==> src/rtl/txd_guard_pkg.sv <==
package txd_guard_pkg;

    typedef enum logic [1:0] {
        GS_IDLE    = 2'd0,
        GS_TIMING  = 2'd1,
        GS_EXPIRED = 2'd2
    } guard_state_e;

    typedef struct packed {
        logic fall;
        logic rise;
    } txd_edges_t;

    function automatic int unsigned cnt_width(input int unsigned limit);
        return (limit < 2) ? 1 : $clog2(limit + 1);
    endfunction

endpackage

==> src/rtl/txd_edge_det.sv <==
module txd_edge_det
    import txd_guard_pkg::*;
(
    input  logic       clk,
    input  logic       rst,
    input  logic       mode_normal,
    input  logic       txd,
    output txd_edges_t edges
);
    // Outside normal mode or in reset, the line counts as high,
    // so a line that is already low gives a falling edge.
    logic prev_q;

    always_ff @(posedge clk) begin
        if (rst || !mode_normal) prev_q <= 1'b1;
        else                     prev_q <= txd;
    end

    always_comb begin
        edges.fall = mode_normal &  prev_q & ~txd;
        edges.rise = mode_normal & ~prev_q &  txd;
    end
endmodule

==> src/rtl/dst_timer.sv <==
module dst_timer
    import txd_guard_pkg::*;
#(
    parameter int unsigned LIMIT = 20000
) (
    input  logic         clk,
    input  logic         rst,
    input  logic         mode_normal,
    input  logic         txd,
    input  txd_edges_t   edges,
    output guard_state_e state_o,
    output logic         pulse_o
);
    localparam int unsigned CW = cnt_width(LIMIT);
    localparam logic [CW-1:0] LAST = CW'(LIMIT - 1);
    localparam logic [CW-1:0] SAT  = CW'(LIMIT);

    guard_state_e  state_q;
    logic [CW-1:0] cnt_q;
    logic          pulse_q;

    always_ff @(posedge clk) begin
        if (rst || !mode_normal) begin
            state_q <= GS_IDLE;
            cnt_q   <= '0;
            pulse_q <= 1'b0;
        end else begin
            pulse_q <= 1'b0;
            if (edges.rise) begin
                state_q <= GS_IDLE;
                cnt_q   <= '0;
            end else if (edges.fall) begin
                state_q <= GS_TIMING;
                cnt_q   <= CW'(1);
            end else if (state_q == GS_TIMING && !txd) begin
                if (cnt_q >= LAST) begin
                    state_q <= GS_EXPIRED;
                    cnt_q   <= SAT;
                    pulse_q <= 1'b1;
                end else begin
                    cnt_q <= cnt_q + CW'(1);
                end
            end
        end
    end

    assign state_o = state_q;
    assign pulse_o = pulse_q;
endmodule

==> src/rtl/drv_gate.sv <==
module drv_gate
    import txd_guard_pkg::*;
(
    input  logic         rst,
    input  logic         mode_normal,
    input  logic         thermal_off,
    input  logic         txd,
    input  guard_state_e state,
    output logic         dominant
);
    always_comb begin
        dominant = !rst && mode_normal && !thermal_off && !txd
                   && (state != GS_EXPIRED);
    end
endmodule

==> src/rtl/txd_dom_guard.sv <==
module txd_dom_guard
    import txd_guard_pkg::*;
#(
    parameter int unsigned TIMEOUT_CYC = 20000
) (
    input  logic clk,
    input  logic rst,
    input  logic txd_i,
    input  logic mode_normal_i,
    input  logic thermal_off_i,
    output logic drv_dominant_o,
    output logic timeout_active_o,
    output logic timeout_pulse_o
);
    txd_edges_t   edges;
    guard_state_e state;

    txd_edge_det edge_i (
        .clk         (clk),
        .rst         (rst),
        .mode_normal (mode_normal_i),
        .txd         (txd_i),
        .edges       (edges)
    );

    dst_timer #(.LIMIT(TIMEOUT_CYC)) timer_i (
        .clk         (clk),
        .rst         (rst),
        .mode_normal (mode_normal_i),
        .txd         (txd_i),
        .edges       (edges),
        .state_o     (state),
        .pulse_o     (timeout_pulse_o)
    );

    drv_gate gate_i (
        .rst         (rst),
        .mode_normal (mode_normal_i),
        .thermal_off (thermal_off_i),
        .txd         (txd_i),
        .state       (state),
        .dominant    (drv_dominant_o)
    );

    assign timeout_active_o = (state == GS_EXPIRED);
endmodule

==> config.mk <==
export PLATFORM = sky130hd
export DESIGN_NAME = txd_dom_guard
export DESIGN_NICKNAME = d
export VERILOG_FILES = /design/src/rtl/txd_guard_pkg.sv /design/src/rtl/txd_edge_det.sv /design/src/rtl/dst_timer.sv /design/src/rtl/drv_gate.sv /design/src/rtl/txd_dom_guard.sv
export SDC_FILE = /design/constraint.sdc
export NUM_CORES = 1
export LEC_CHECK = 0
export ABC_AREA = 1
export BUFFER_PORTS_ARGS = -buffer_cell sky130_fd_sc_hd__buf_4
export CAP_MARGIN = 20
export CORE_ASPECT_RATIO = 1.25
export CORE_UTILIZATION = 50
export CTS_BUF_LIST = sky130_fd_sc_hd__clkbuf_4 sky130_fd_sc_hd__clkbuf_8
export DETAILED_ROUTE_END_ITERATION = 6
export PLACE_DENSITY = 0.68
export SLEW_MARGIN = 30
export SYNTH_ARGS = -nofsm -noshare
export SYNTH_HDL_FRONTEND = slang
export SYNTH_SLANG_ARGS = --single-unit
==> constraint.sdc <==
create_clock -name clk -period 3.4 [get_ports clk]
set_clock_uncertainty 0.2 [all_clocks]
set_input_delay 1.02 -clock clk [delete_from_list [all_inputs] [get_ports clk]]
set_output_delay 1.02 -clock clk [all_outputs]
set_load 0.005 [all_outputs]
==> summary.txt <==
Synthesis
  – Register area share after synthesis: between 30% and 40%
  – Syn Area/Cell: roughly 7 um^2
  – Ys Warns: 0
  – Top_reg_cell synth: dfxtp_1
  – Most frequent cells after synthesis: 34 x nand2_1, 22 x nor2_1, 19 x dfxtp_1
  – Synth async-reset ratio: 0%
  – Synth unique cells: 28
  – Post-synthesis net count: roughly 160
  – Post-synth top area share: between 30% and 40%
  – EDFF count, synth: 0
  – Yosys reg bits: 19
  – Most common cell in the netlist: nand2_1
  – Main area contributors after synthesis: dfxtp_1 35%, nand2_1 12%, nor2_1 7.5%, inv_1 6.2%, nand3_2 5.5%
  – Post-synth top area cell: dfxtp_1
  – Syn Inst Count: around 150
  – Syn Std Cell Area: 1090 um^2

Die
  – Starting Density: between 50 and 60%
  – Row cnt: 18
  – I/O pin count: 8
  – Die Width: between 40 and 50 um
  – Die footprint: between 2000 and 2500 um^2
  – Die height: around 54 um
  – Core Area: 2030 um^2

Detailed routing
  – DRC Markers: 0
  – DRT antenna net count: 0
  – Post-Route WL: ~2100 um
  – Via/cell ratio: around 5.1
  – Initial DRC count: 17
  – WL met2: 1020 um
  – Top Metal Used: met4
  – Pre-antenna DRT Iters: 4
  – DR vias: 936
  – Metal-1 WL: between 1000 and 1500 um
  – Total length of routed met3 wires: 32 um
  – Avg WL per Cell: 11.5 um

CTS
  – CTS tree: built
  – # hold bufs at CTS: 0
  – # H-tree levels: 1
  – Max Buffers Root-to-Sink: 2
  – Post CTS Setup Buffer Count: 0
  – Worst-path clk slew: roughly 0.1 ns
  – Worst skew pair latency: 0.30 ns
  – Clock Sinks: 19
  – CTS root buffer: clkbuf_4
  – Number of buffers created by CTS: 3
  – Post-CTS Resized: 0

Setup path
  – CP Capture Type: output pin
  – Crit start category: primary input
  – Reg-to-Reg Start: timer_i.cnt_q[0]
  – Worst Path Arrival: between 1.5 and 2 ns
  – Worst Setup Path Type: in -> out
  – Worst Setup SP: mode_normal_i
  – Crit Path Max Fanout: 2
  – Register-to-Register Path Depth: 8
  – Critical Path RT: about 2.2 ns

Power
  – Sequential power share: 60.6%
  – Design Power: around 0.37 mW
  – Switching pwr: roughly 0.086 mW
  – Combinational share of power: 5.8%
  – LEAKAGE: a little over 0.5 nW
  – Internal power: about 0.29 mW
  – Switching Fraction: between 20% and 30%
  – Clock Power Share: roughly a third
  – Worst VDD drop: around 0.28 mV
  – Pwr Density: 309 nW/um^2

Global routing
  – GRT Util Overall: roughly 22%
  – Largest net degree at the start of global routing: 11
  – Initial antenna violation count: 0
  – First-pass GRT wire length: 3840 um
  – Vias in the first global route: 910
  – Overflow after GRT: 0

Timing
  – Endpoints failing setup: 0
  – Hold Vio Cnt, Final: 0
  – Worst slew pin tran: 0.335 ns
  – Slew Viols, Final: 0
  – Setup TNS: 0 ns
  – Final WS setup: 0.556 ns
  – Crit path time final: 2.84 ns
  – RSZ-0062 raised after global routing: false
  – Maximum clock rate: approximately 0.35 GHz
  – Max transition margin: between 70 and 80%
  – Fin crit share: a little over four fifths

Min path
  – Tightest Hold Check Type: reg -> reg
  – Hold Crit Start: timer_i.cnt_q[11]
  – Hold Path Stages: 2

Finish
  – Fraction of layout cells with a size suffix above 1: roughly a quarter
  – Nets: 171
  – Fillcell total: 203
  – Diodes inserted: 0
  – Area Overhead vs Synth: 9.83%

Placement
  – Gpl congestion: approximately 0.84
  – Buffers on Ports: 7
  – DP Worst Slack: 0.552 ns
  – HPWL after DPL: around 1700 um

Flow run
  – Max cap viols: 0

Run status
  – Status: finished, final reports clean
worst max-delay path, cell delays in order:
cell	delay, ns
buf_4	0.07
inv_1	0.06
nor2_2	0.12
nand2_1	0.08
nor3_1	0.14
buf_4	0.14
final timing paths:
| path | end | slack [ns] |
|---|---|---|
| min | timer_i.cnt_q[11] | 0.34 |
| max | drv_dominant_o | 0.56 |
| max reg2reg | timer_i.cnt_q[8] | 1.74 |
| min reg2reg | timer_i.cnt_q[11] | 0.34 |
layout by cell type (no fill, tap or decap), types with 3 or more instances in the layout:
master,count
dfxtp_1,19
clkbuf_4,4
nor2_1,22
nand3_2,6
buf_4,7
nor2_2,8
xor2_1,4
inv_2,5
a21oi_1,4
o21ai_1,4
inv_1,18
a21oi_2,3
nand2_1,34
o21ai_0,3
nand3_1,4
final cells by class:
cell class | instances | area, um^2 | share of cell area (%)
inverters | 23 | 86.3 | 7.18
well taps | 20 | 25.0 | 2.08
flip-flops and latches | 19 | 380 | 31.6
clock buffers | 4 | 30.0 | 2.50
multi-input cells | 111 | 628 | 52.2
repair buffers | 7 | 52.6 | 4.37
power groups by stage:
stage                     registers, mW  clock network (mW)  logic (mW)
after floorplan                   0.230                   0      0.0143
after global placement            0.230                   0      0.0213
after detailed placement          0.230                   0      0.0221
after CTS                         0.225               0.127      0.0222
after global routing              0.226               0.135      0.0244
final                             0.225               0.125      0.0217
kinds of logic (layout without fill, tap and decap cells):
logic type	Yosys count	count (layout)	synth area share, %
DFF	19	19	34.7
xor gates and xnor gates	5	5	4.00
muxes	1	1	0.914
AOI/OAI and AO/OA	18	18	10.3
adders and majority gates	1	1	1.14
and+or+nand+nor	86	86	41.0
buffers and inverters	23	34	7.89
routing by layer:
layer  GRT usage (%)  up-vias
li1                -      501
met1            27.0      418
met2            39.1       12
met3            1.98        5
met4            12.6        0
met5               0        -
state kept, by name, summed over array words and instances (netlist names):
register,count
edge_i.prev_q,1
timer_i.cnt_q,15
timer_i.pulse_o,1
timer_i.state_o,2
metrics by stage:
step	hold WS [ns]	cell area, um^2	cells	util [%]
2_1_floorplan	0.277	1090	153	-
3_5_place_dp	0.314	1170	180	57.8
3_3_place_gp	0.318	1170	180	57.8
5_1_grt	0.375	1200	184	59.3
4_1_cts	0.339	1200	184	59.3
6_report	0.336	1200	184	59.3
Note: power is estimated with default switching activity, not from simulation.
